--- config.mk ---
export PLATFORM = sky130hd
export DESIGN_NAME = chop_dual_ctrl
export DESIGN_NICKNAME = d
export VERILOG_FILES = /design/src/rtl/chop_pkg.sv /design/src/rtl/chop_timebase.sv /design/src/rtl/chop_channel.sv /design/src/rtl/chop_dual_ctrl.sv
export SDC_FILE = /design/constraint.sdc
export NUM_CORES = 1
export LEC_CHECK = 0
export BUFFER_PORTS_ARGS = -buffer_cell sky130_fd_sc_hd__buf_2
export CORE_AREA = 5 5 59 61
export CTS_CLUSTER_DIAMETER = 120
export DETAILED_ROUTE_END_ITERATION = 10
export DIE_AREA = 0 0 64 66
export HOLD_SLACK_MARGIN = 0.12
export PLACE_DENSITY = 0.91
export SYNTH_ARGS = -nofsm -noshare
export SYNTH_HDL_FRONTEND = slang
export SYNTH_SLANG_ARGS = --single-unit
--- constraint.sdc ---
create_clock -name clk_i -period 3.1 [get_ports clk_i]
set_clock_uncertainty 0.15 [all_clocks]
set_input_delay 0.62 -clock clk_i [delete_from_list [all_inputs] [get_ports clk_i]]
set_output_delay 0.62 -clock clk_i [all_outputs]
set_load 0.05 [all_outputs]
--- src/rtl/chop_pkg.sv ---
package chop_pkg;
  localparam int NCH = 2;
  typedef logic [NCH-1:0] ch_vec_t;
endpackage

--- src/rtl/chop_timebase.sv ---
module chop_timebase
  import chop_pkg::*;
#(
  parameter int TICK_CYCLES = 2439
) (
  input  logic    clk_i,
  input  logic    rst_ni,
  output ch_vec_t sync_o
);
  localparam int CW = (TICK_CYCLES > 1) ? $clog2(TICK_CYCLES) : 1;
  localparam logic [CW-1:0] LAST = CW'(TICK_CYCLES - 1);

  logic [CW-1:0] cnt_q;
  logic          phase_q;
  ch_vec_t       sync_q;

  always_ff @(posedge clk_i or negedge rst_ni) begin
    if (!rst_ni) begin
      cnt_q   <= '0;
      phase_q <= 1'b0;
      sync_q  <= '0;
    end else begin
      sync_q <= '0;
      if (cnt_q == LAST) begin
        cnt_q   <= '0;
        phase_q <= ~phase_q;
        sync_q  <= phase_q ? 2'b10 : 2'b01;
      end else begin
        cnt_q <= cnt_q + 1'b1;
      end
    end
  end

  assign sync_o = sync_q;

  // alternation tracker for checks only
  logic seen_a_q;
  always_ff @(posedge clk_i or negedge rst_ni) begin
    if (!rst_ni)        seen_a_q <= 1'b0;
    else if (sync_q[0]) seen_a_q <= 1'b1;
    else if (sync_q[1]) seen_a_q <= 1'b0;
  end

  p_sync_onehot_r1: assert property (@(posedge clk_i) disable iff (!rst_ni)
    $onehot0(sync_q));
  p_sync_gap_r1: assert property (@(posedge clk_i) disable iff (!rst_ni)
    (sync_q != '0) |=> (sync_q == '0));
  p_sync_alt_a_r1: assert property (@(posedge clk_i) disable iff (!rst_ni)
    sync_q[0] |-> !seen_a_q);
  p_sync_alt_b_r1: assert property (@(posedge clk_i) disable iff (!rst_ni)
    sync_q[1] |-> seen_a_q);
endmodule

--- src/rtl/chop_channel.sv ---
module chop_channel #(
  parameter int LOCK_CYCLES = 140
) (
  input  logic clk_i,
  input  logic rst_ni,
  input  logic sync_i,
  input  logic trip_i,
  output logic hs_on_o,
  output logic ls_on_o
);
  logic on_q, on_d, ls_q, blank;

  generate
    if (LOCK_CYCLES > 0) begin : g_lock
      localparam int LW = $clog2(LOCK_CYCLES + 1);
      logic [LW-1:0] lock_q;
      always_ff @(posedge clk_i or negedge rst_ni) begin
        if (!rst_ni)            lock_q <= '0;
        else if (sync_i)        lock_q <= LW'(LOCK_CYCLES);
        else if (lock_q != '0)  lock_q <= lock_q - 1'b1;
      end
      assign blank = (lock_q != '0);
    end else begin : g_nolock
      assign blank = 1'b0;
    end
  endgenerate

  // tick wins over a trip in the same cycle
  always_comb begin
    if (sync_i) on_d = 1'b1;
    else        on_d = on_q && !(trip_i && !blank);
  end

  always_ff @(posedge clk_i or negedge rst_ni) begin
    if (!rst_ni) begin
      on_q <= 1'b0;
      ls_q <= 1'b0;
    end else begin
      on_q <= on_d;
      ls_q <= ~on_d;
    end
  end

  assign hs_on_o = on_q;
  assign ls_on_o = ls_q;

  p_set_on_sync_r2: assert property (@(posedge clk_i) disable iff (!rst_ni)
    sync_i |=> on_q);
  p_blank_hold_r4: assert property (@(posedge clk_i) disable iff (!rst_ni)
    (on_q && blank && !sync_i) |=> on_q);
  p_trip_off_r3: assert property (@(posedge clk_i) disable iff (!rst_ni)
    (on_q && !blank && trip_i && !sync_i) |=> !on_q);
  p_off_hold_r3: assert property (@(posedge clk_i) disable iff (!rst_ni)
    (!on_q && !sync_i) |=> !on_q);
  p_hs_ls_excl_r8: assert property (@(posedge clk_i) disable iff (!rst_ni)
    on_q |-> !ls_q);
endmodule

--- src/rtl/chop_dual_ctrl.sv ---
module chop_dual_ctrl
  import chop_pkg::*;
#(
  parameter int TICK_CYCLES = 2439,
  parameter int LOCK_CYCLES = 140
) (
  input  logic            clk_i,
  input  logic            rst_ni,
  input  logic [NCH-1:0]  trip_i,
  output logic [NCH-1:0]  hs_on_o,
  output logic [NCH-1:0]  ls_on_o
);
  ch_vec_t sync;

  chop_timebase #(.TICK_CYCLES(TICK_CYCLES)) u_tb (
    .clk_i  (clk_i),
    .rst_ni (rst_ni),
    .sync_o (sync)
  );

  for (genvar c = 0; c < NCH; c++) begin : g_ch
    chop_channel #(.LOCK_CYCLES(LOCK_CYCLES)) u_ch (
      .clk_i   (clk_i),
      .rst_ni  (rst_ni),
      .sync_i  (sync[c]),
      .trip_i  (trip_i[c]),
      .hs_on_o (hs_on_o[c]),
      .ls_on_o (ls_on_o[c])
    );
  end

  p_reset_off_r9: assert property (@(posedge clk_i)
    !rst_ni |-> (hs_on_o == '0 && ls_on_o == '0));
  p_no_overlap_r10: assert property (@(posedge clk_i) disable iff (!rst_ni)
    $onehot0(sync) |-> $countones(hs_on_o & ~$past(hs_on_o)) <= 1);
endmodule

==> impl_metrics.tcl, run 1 <==
set metrics [dict create \
    outcome "finished clean" \
    drt-pass1-iter-count 4 \
    layout.cell_area.non_filler_um2 1840 \
    yosys_register_bits 35 \
    cp_data_required_time_ns 3.16 \
    max_slew_margin_pct 49.6 \
    filler_cell_count 232 \
    clock_buffer_count_from_cts 5 \
    die_h_um 66 \
    setup_repair_after_global_routing_missed_its_margin "no" \
    initial_standard_cell_utilization_of_the_core_pct 59.1 \
    post_cts.repair.setup_buffers 0 \
    netSwitchingPower_mw 0.155 \
    timing_hold_violations_final 0 \
    mean_number_of_vias_per_cell 6.03 \
    synth.largest_area_cell "dfrtp_1" \
    tightest_slew_ns 0.756 \
    flow.area_growth_from_synthesis_pct 6.14 \
    cts-hold-fix-buffers 0 \
    grt_first_pass_wirelength_mm 5.11 \
    insertedDiodeCount 0 \
    worst-path-max-fanout 4 \
    design.portCount 8 \
    worstReg2RegEnd "g_ch[0].u_ch.g_lock.lock_q[0]$_DFFE_PN0P_" \
    synthFlopType "dfrtp_1" \
    vdd.ir_drop.worst_uv 444 \
    fin_nets 184 \
    floorplan.die_area_um2 4220 \
    crit_path_end "g_ch[0].u_ch.g_lock.lock_q[0]$_DFFE_PN0P_" \
    worst_path_largest_cell_delay_ns 0.49 \
    yosysUniqueCellTypes 39 \
    largest_net_degree_at_the_start_of_global_routing 36 \
    timing.rr.start "g_ch[0].u_ch.g_lock.lock_q[0]$_DFFE_PN0P_" \
    grt.total_usage_pct 15.7 \
    fp.dieW_um 64 \
    dpl_cell_area_um2 1770 \
    maxCapViolCount 0 \
    synth_area_per_cell_um2 10.4 \
    power_density_nw_per_um2 424 \
    worst_path_max_delay_cell "or3b_2" \
    dp_hpwl_mm 2.18 \
    initial_antenna_violation_count 0 \
    multi_input_comb_area_um2 773 \
    worstSkewPairLatency_ns 0.34 \
    core_box_area_um2 2930 \
    total_leakage_power_nw 0.917 \
    drtIter0Drc 68 \
    gpl.final_weighted_congestion 0.882 \
    timing.final.max_slew_violations 0 \
    worstSetupStartpointType "register" \
    highest_attainable_clock_frequency_ghz 0.449 \
    cts.sink_count 35 \
    combPwrFrac_pct 1.4 \
    min-delay-path-class "input pin to asynchronous set/reset pin" \
    worstPathCellList "inv_1 -> ha_1 -> or3b_2 -> nor3_1 -> mux2_2" \
    crit_path_end_kind "register" \
    setup_violations 0 \
    tritoncts "done" \
    synth-edff-count 0 \
    grt_pass1_vias 1173 \
    area_of_all_sequential_standard_cells_um2 876 \
    cp_arrival_ns 2.29 \
    worst_setup_hold_path_clk_slew_ns 0.11 \
    finalCriticalPeriod_ns 2.23 \
    cts_root_buffer "clkbuf_4" \
    synth-async-reset-ratio_pct 100 \
    routed_wirelength_mm 3.00 \
    cts_repair_resize_count 0 \
    path_class "register to register" \
    final_layout_size_suffix_gt1_share_pct 14.9 \
    ys_seq_area_share_pct 50.6 \
    ys_top_cells_by_area "dfrtp_1 (51%), ha_1 (4.3%), nor2_1 (3.7%), mux2_2 (3.3%), a21oi_1 (3.2%)" \
    dr_total_vias 1248 \
    post_synth_inst_count 167 \
    setup-tns-final_ns 0 \
    r2r_slack_ns 0.87 \
    route.antenna.remaining_nets 0 \
    sw_frac_of_total_pct 19.9 \
    row_count 20 \
    portion_of_the_clock_cycle_consumed_by_the_worst_path_in_the_final_layout_pct 71.9 \
    synth_top_area_share_pct 50.6 \
    drt-wirelength-per-cell_um 14.5 \
    max_root_sink_buffers 2 \
    clock_power_share_pct 40.1 \
    seq_power_share_pct 58.5 \
    internal_power_mw 0.624 \
    gr-total-overflow 0 \
    drc 0 \
    cts_max_level 2 \
    numPortBuffers 7 \
    worstRegToRegCells 5 \
    yosysWarnings 0 \
    synthesis.area_um2 1730 \
    syn-num-nets 177 \
    timing.critical_path.from "g_ch[0].u_ch.g_lock.lock_q[0]$_DFFE_PN0P_" \
]
[metrics by stage]
stage	instances	hold WS, ns	power [mW]	setup WS (ns)	util [%]
after floorplan	167	0.174	0.466	1.03	-
after global placement	200	0.301	0.476	0.964	60.3
after detailed placement	200	0.305	0.477	0.883	60.3
after CTS	207	0.196	0.789	0.884	62.8
after global routing	207	0.228	0.818	0.771	62.8
final	207	0.181	0.779	0.871	62.8
[worst max-delay path: cells and delay by family (launching register included)]
kind / cells / cell delay (ns)
muxes: 1 / 0.39
and+or+nand+nor: 2 / 0.89
adders and majority gates: 1 / 0.19
buffers and inverters: 1 / 0.10
DFF: 1 / 0.40
[sequential cells by signal (all words and copies together), names as in the netlist]
signal / flops
g_ch.u_ch.g_lock.lock_q: 16
u_tb.cnt_q: 12
g_ch.u_ch.hs_on_o: 2
g_ch.u_ch.ls_on_o: 2
u_tb.sync_o: 2
u_tb.phase_q: 1
[worst min-delay path by stage]
stage	startpoint	end	depth (start not counted)
after floorplan	rst_ni	g_ch[0].u_ch.g_lock.lock_q[0]$_DFFE_PN0P_	0
after global placement	u_tb.phase_q$_DFFE_PN0N_	u_tb.sync_o[0]$_DFF_PN0_	1
after detailed placement	u_tb.phase_q$_DFFE_PN0N_	u_tb.sync_o[0]$_DFF_PN0_	1
after CTS	rst_ni	g_ch[1].u_ch.ls_on_o$_DFF_PN0_	1
after global routing	rst_ni	g_ch[1].u_ch.hs_on_o$_DFF_PN0_	1
final	rst_ni	g_ch[0].u_ch.g_lock.lock_q[3]$_DFFE_PN0P_	1
[power by group through the flow]
stage / logic, mW / registers [mW] / clock network [mW]
after global placement: 0.0111 / 0.465 / 0
after floorplan: 0.000546 / 0.465 / 0
after CTS: 0.0114 / 0.456 / 0.321
after global routing: 0.0130 / 0.456 / 0.348
final: 0.0108 / 0.456 / 0.312
after detailed placement: 0.0114 / 0.465 / 0
[placed cells by master, fill, tap and decap left out, types with 3 or more instances in the layout]
cell	count
dfrtp_1	35
nor2_1	17
inv_1	11
a21oi_1	11
o21ai_0	10
buf_2	7
xor2_1	6
ha_1	6
nand3_1	5
or3_1	5
or4_1	5
mux2_2	5
clkbuf_4	5
nand2_1	4
nor2b_1	4
o31ai_1	4
nor3_1	3
nand4_1	3
[cells by family (layout without fill, tap and decap cells)]
group,after synthesis,after routing,share of synthesized area (%)
xor gates and xnor gates,8,8,4.05
DFF,35,35,50.6
AOI/OAI and AO/OA,34,34,12.3
muxes,5,5,3.25
buffers and inverters,18,25,4.77
adders and majority gates,6,6,4.34
and+or+nand+nor,61,61,20.7
[synthesized netlist by cell type, types with 3 or more instances]
cell type / instances
dfrtp_1: 35
nor2_1: 17
a21oi_1: 11
inv_1: 11
o21ai_0: 10
ha_1: 6
xor2_1: 6
mux2_2: 5
nand3_1: 5
or3_1: 5
or4_1: 5
buf_4: 4
nand2_1: 4
nor2b_1: 4
o31ai_1: 4
clkbuf_1: 3
nand4_1: 3
nor3_1: 3
[per-layer routing]
layer	vias to the layer above	track usage [%]	wire, um
met4	0	7.01	47
met2	24	26.5	1520
li1	610	-	-
met3	7	5.95	126
met5	-	0	0
met1	607	17.5	1300
[cell type report]
type,count,area share [%]
repair buffers,7,1.91
multi-input cells,114,42.1
flip-flops and latches,35,47.7
clock buffers,6,2.25
clock inverters,1,1.63
inverters,11,2.25
well taps,33,2.25
No activity file was read; power rests on OpenSTA's default activity.
==> inputs of run 2 (changes only) <==
--- a/config.mk
+++ b/config.mk
@@ -6,12 +6,12 @@
 export NUM_CORES = 1
 export LEC_CHECK = 0
 export BUFFER_PORTS_ARGS = -buffer_cell sky130_fd_sc_hd__buf_2
-export CORE_AREA = 5 5 59 61
+export CORE_AREA = 5 5 60 62
 export CTS_CLUSTER_DIAMETER = 120
 export DETAILED_ROUTE_END_ITERATION = 10
-export DIE_AREA = 0 0 64 66
+export DIE_AREA = 0 0 65 67
 export HOLD_SLACK_MARGIN = 0.12
-export PLACE_DENSITY = 0.91
+export PLACE_DENSITY = 0.88
 export SYNTH_ARGS = -nofsm -noshare
 export SYNTH_HDL_FRONTEND = slang
 export SYNTH_SLANG_ARGS = --single-unit
==> constraint.sdc (replaced) <==
create_clock -name clk_i -period 2.3 [get_ports clk_i]
set_clock_uncertainty 0.15 [all_clocks]
set_input_delay 0.46 -clock clk_i [delete_from_list [all_inputs] [get_ports clk_i]]
set_output_delay 0.46 -clock clk_i [all_outputs]
set_load 0.05 [all_outputs]
==> run 2 against run 1 <==
Final area decreased by 0.20%. Hold slack better by 0.0083 ns. Wire length is 1.7% lower. Critical path depth is 1 higher. Via count unchanged. Clock power about the same. Register-to-register slack lost 0.67 ns. Maximum frequency grew 6.3%. Clock-buffer cell count is 1 higher. Combinational power grew 46%. Sequential cell count unchanged. Critical path type unchanged.
==> impl_metrics.tcl, run 2 (synthesis gave the netlist of run 1 again) <==
set metrics [dict create \
    outcome "finished clean" \
    max_slew_margin_pct 50.5 \
    holdPathEnd "g_ch[0].u_ch.hs_on_o$_DFF_PN0_" \
    highest_attainable_clock_frequency_ghz 0.477 \
    min-delay-start "trip_i[0]" \
    design.portCount 8 \
    worstPathCellList "inv_1 -> ha_1 -> or3b_2 -> nor3_1 -> buf_4 -> mux2_2" \
    vdd.ir_drop.worst_uv 328 \
    top_register "g_ch.u_ch.g_lock.lock_q" \
    path_class "register to register" \
    setup_repair_after_global_routing_missed_its_margin "no" \
    largest_register_ff_count 16 \
    tightest_slew_ns 0.742 \
    drc 0 \
    grt.total_usage_pct 16.1 \
    worstSetupStartpointType "register" \
    max_root_sink_buffers 2 \
    maxCapViolCount 0 \
    holdPathStages 2 \
    largest_net_degree_at_the_start_of_global_routing 36 \
    drt-pass1-iter-count 4 \
    power_density_nw_per_um2 514 \
    row_count 20 \
    cp_arrival_ns 2.16 \
    routed_wirelength_mm 2.95 \
    timing.final.max_slew_violations 0 \
    fp.dieW_um 65 \
    dr_total_vias 1248 \
    mean_number_of_vias_per_cell 5.94 \
    worst_path_largest_cell_delay_ns 0.48 \
    worstReg2RegEnd "g_ch[0].u_ch.g_lock.lock_q[0]$_DFFE_PN0P_" \
    dpl_cell_area_um2 1770 \
    timing.rr.start "g_ch[0].u_ch.g_lock.lock_q[0]$_DFFE_PN0P_" \
    timing_hold_violations_final 0 \
    crit_path_end_kind "register" \
    numPortBuffers 7 \
    dp_hpwl_mm 2.11 \
    finalCriticalPeriod_ns 2.10 \
    fin_nets 186 \
    grt_first_pass_wirelength_mm 5.22 \
    gr-total-overflow 0 \
    reg_top3 "g_ch.u_ch.g_lock.lock_q (16), u_tb.cnt_q (12)" \
    final_layout_size_suffix_gt1_share_pct 15.3 \
    r2r_slack_ns 0.20 \
    place_worst_setup_slack_ns 0.211 \
    cts_max_level 2 \
    worstRegToRegCells 6 \
    drt-wirelength-per-cell_um 14.0 \
    number_of_standard_cells_in_the_final_layout_excluding_fillers 210 \
    floorplan.die_area_um2 4360 \
    grt_pass1_vias 1300 \
    place.detailed.instances 201 \
    worstSkewPairLatency_ns 0.33 \
    worst-path-max-fanout 4 \
    portion_of_the_clock_cycle_consumed_by_the_worst_path_in_the_final_layout_pct 91.2 \
    post_cts.repair.setup_buffers 0 \
    min-delay-path-class "input pin to register" \
    insertedDiodeCount 0 \
    initial_standard_cell_utilization_of_the_core_pct 58.2 \
    cts_root_buffer "clkbuf_4" \
    drtIter0Drc 120 \
    clock_buffer_count_from_cts 5 \
    hold-worst-slack_ns 0.189 \
    setup-tns-final_ns 0 \
    setup_violations 0 \
    tritoncts "done" \
    fin_total_pwr_mw 0.942 \
    layout.cell_area.non_filler_um2 1830 \
    cts-hold-fix-buffers 1 \
    gpl.final_weighted_congestion 0.829 \
    cp_data_required_time_ns 2.37 \
    worst_path_max_delay_cell "or3b_2" \
    core_box_area_um2 2980 \
    layout.core_utilization_pct 61.6 \
    layout_commonest_cell "dfrtp_1" \
    cts.sink_count 35 \
    fin_ws_ns 0.203 \
    worst_setup_hold_path_clk_slew_ns 0.10 \
    layout_common_cells "dfrtp_1 (35), nor2_1 (17), inv_1 (11), a21oi_1 (11), o21ai_0 (10)" \
    initial_antenna_violation_count 0 \
    route.antenna.remaining_nets 0 \
    total_leakage_power_nw 0.917 \
    flow.area_growth_from_synthesis_pct 5.92 \
    cts_repair_resize_count 0 \
    die_h_um 67 \
]
run 2: cell types whose count changed in the layout (fill, tap and decap cells not counted):
cell / previous run / this run
buf_4: 0 / 1
bufinv_16: 1 / 0
clkbuf_1: 1 / 2
clkinv_2: 0 / 1
dlygate4sd3_1: 0 / 1
run 2: area by class of cell:
| cell class | count | area (um^2) |
|---|---|---|
| Clock buffer | 7 | 45.0 |
| Clock inverter | 1 | 5.00 |
| Fill cell | 242 | 1140 |
| Inverter | 11 | 41.3 |
| Multi-Input combinational cell | 114 | 773 |
| Sequential cell | 35 | 876 |
| Tap cell | 33 | 41.3 |
| Timing Repair Buffer | 9 | 52.6 |
run 2: power breakdown:
group	switching (mW)	total, mW	internal [mW]
clock	0.192	0.311	0.119
sequential	0.0000000000000000753	0.615	0.615
combinational	0.0125	0.0158	0.00326
run 2: how the worst max path moves through the flow:
| stage | start | end | slack, ns |
|---|---|---|---|
| floorplan | g_ch[0].u_ch.g_lock.lock_q[0]$_DFFE_PN0P_ | g_ch[0].u_ch.g_lock.lock_q[0]$_DFFE_PN0P_ | 0.23 |
| global placement | g_ch[1].u_ch.g_lock.lock_q[0]$_DFFE_PN0P_ | g_ch[1].u_ch.g_lock.lock_q[6]$_DFFE_PN0P_ | 0.26 |
| detailed placement | g_ch[1].u_ch.g_lock.lock_q[0]$_DFFE_PN0P_ | g_ch[1].u_ch.g_lock.lock_q[6]$_DFFE_PN0P_ | 0.21 |
| CTS | g_ch[0].u_ch.g_lock.lock_q[0]$_DFFE_PN0P_ | g_ch[0].u_ch.g_lock.lock_q[0]$_DFFE_PN0P_ | 0.20 |
| global route | g_ch[0].u_ch.g_lock.lock_q[1]$_DFFE_PN0P_ | g_ch[0].u_ch.g_lock.lock_q[0]$_DFFE_PN0P_ | 0.06 |
| finish | g_ch[0].u_ch.g_lock.lock_q[0]$_DFFE_PN0P_ | g_ch[0].u_ch.g_lock.lock_q[0]$_DFFE_PN0P_ | 0.20 |
run 2: worst max-delay path: cells and delay by family, from the launching register on:
kind                     cells  cell delay, ns
adder cells (fa/ha/maj)      1            0.20
buffers and inverters        2            0.27
flip-flops                   1            0.40
multiplexers                 1            0.32
AND/OR/NAND/NOR              2            0.67
run 2: layer usage:
metal | up-vias | global-route usage (%) | part of all wire, %
li1 | 613 | - | -
met1 | 601 | 16.5 | 43
met2 | 28 | 28.1 | 51
met3 | 6 | 6.24 | 3.9
met4 | 0 | 9.23 | 1.6
met5 | - | 0 | 0
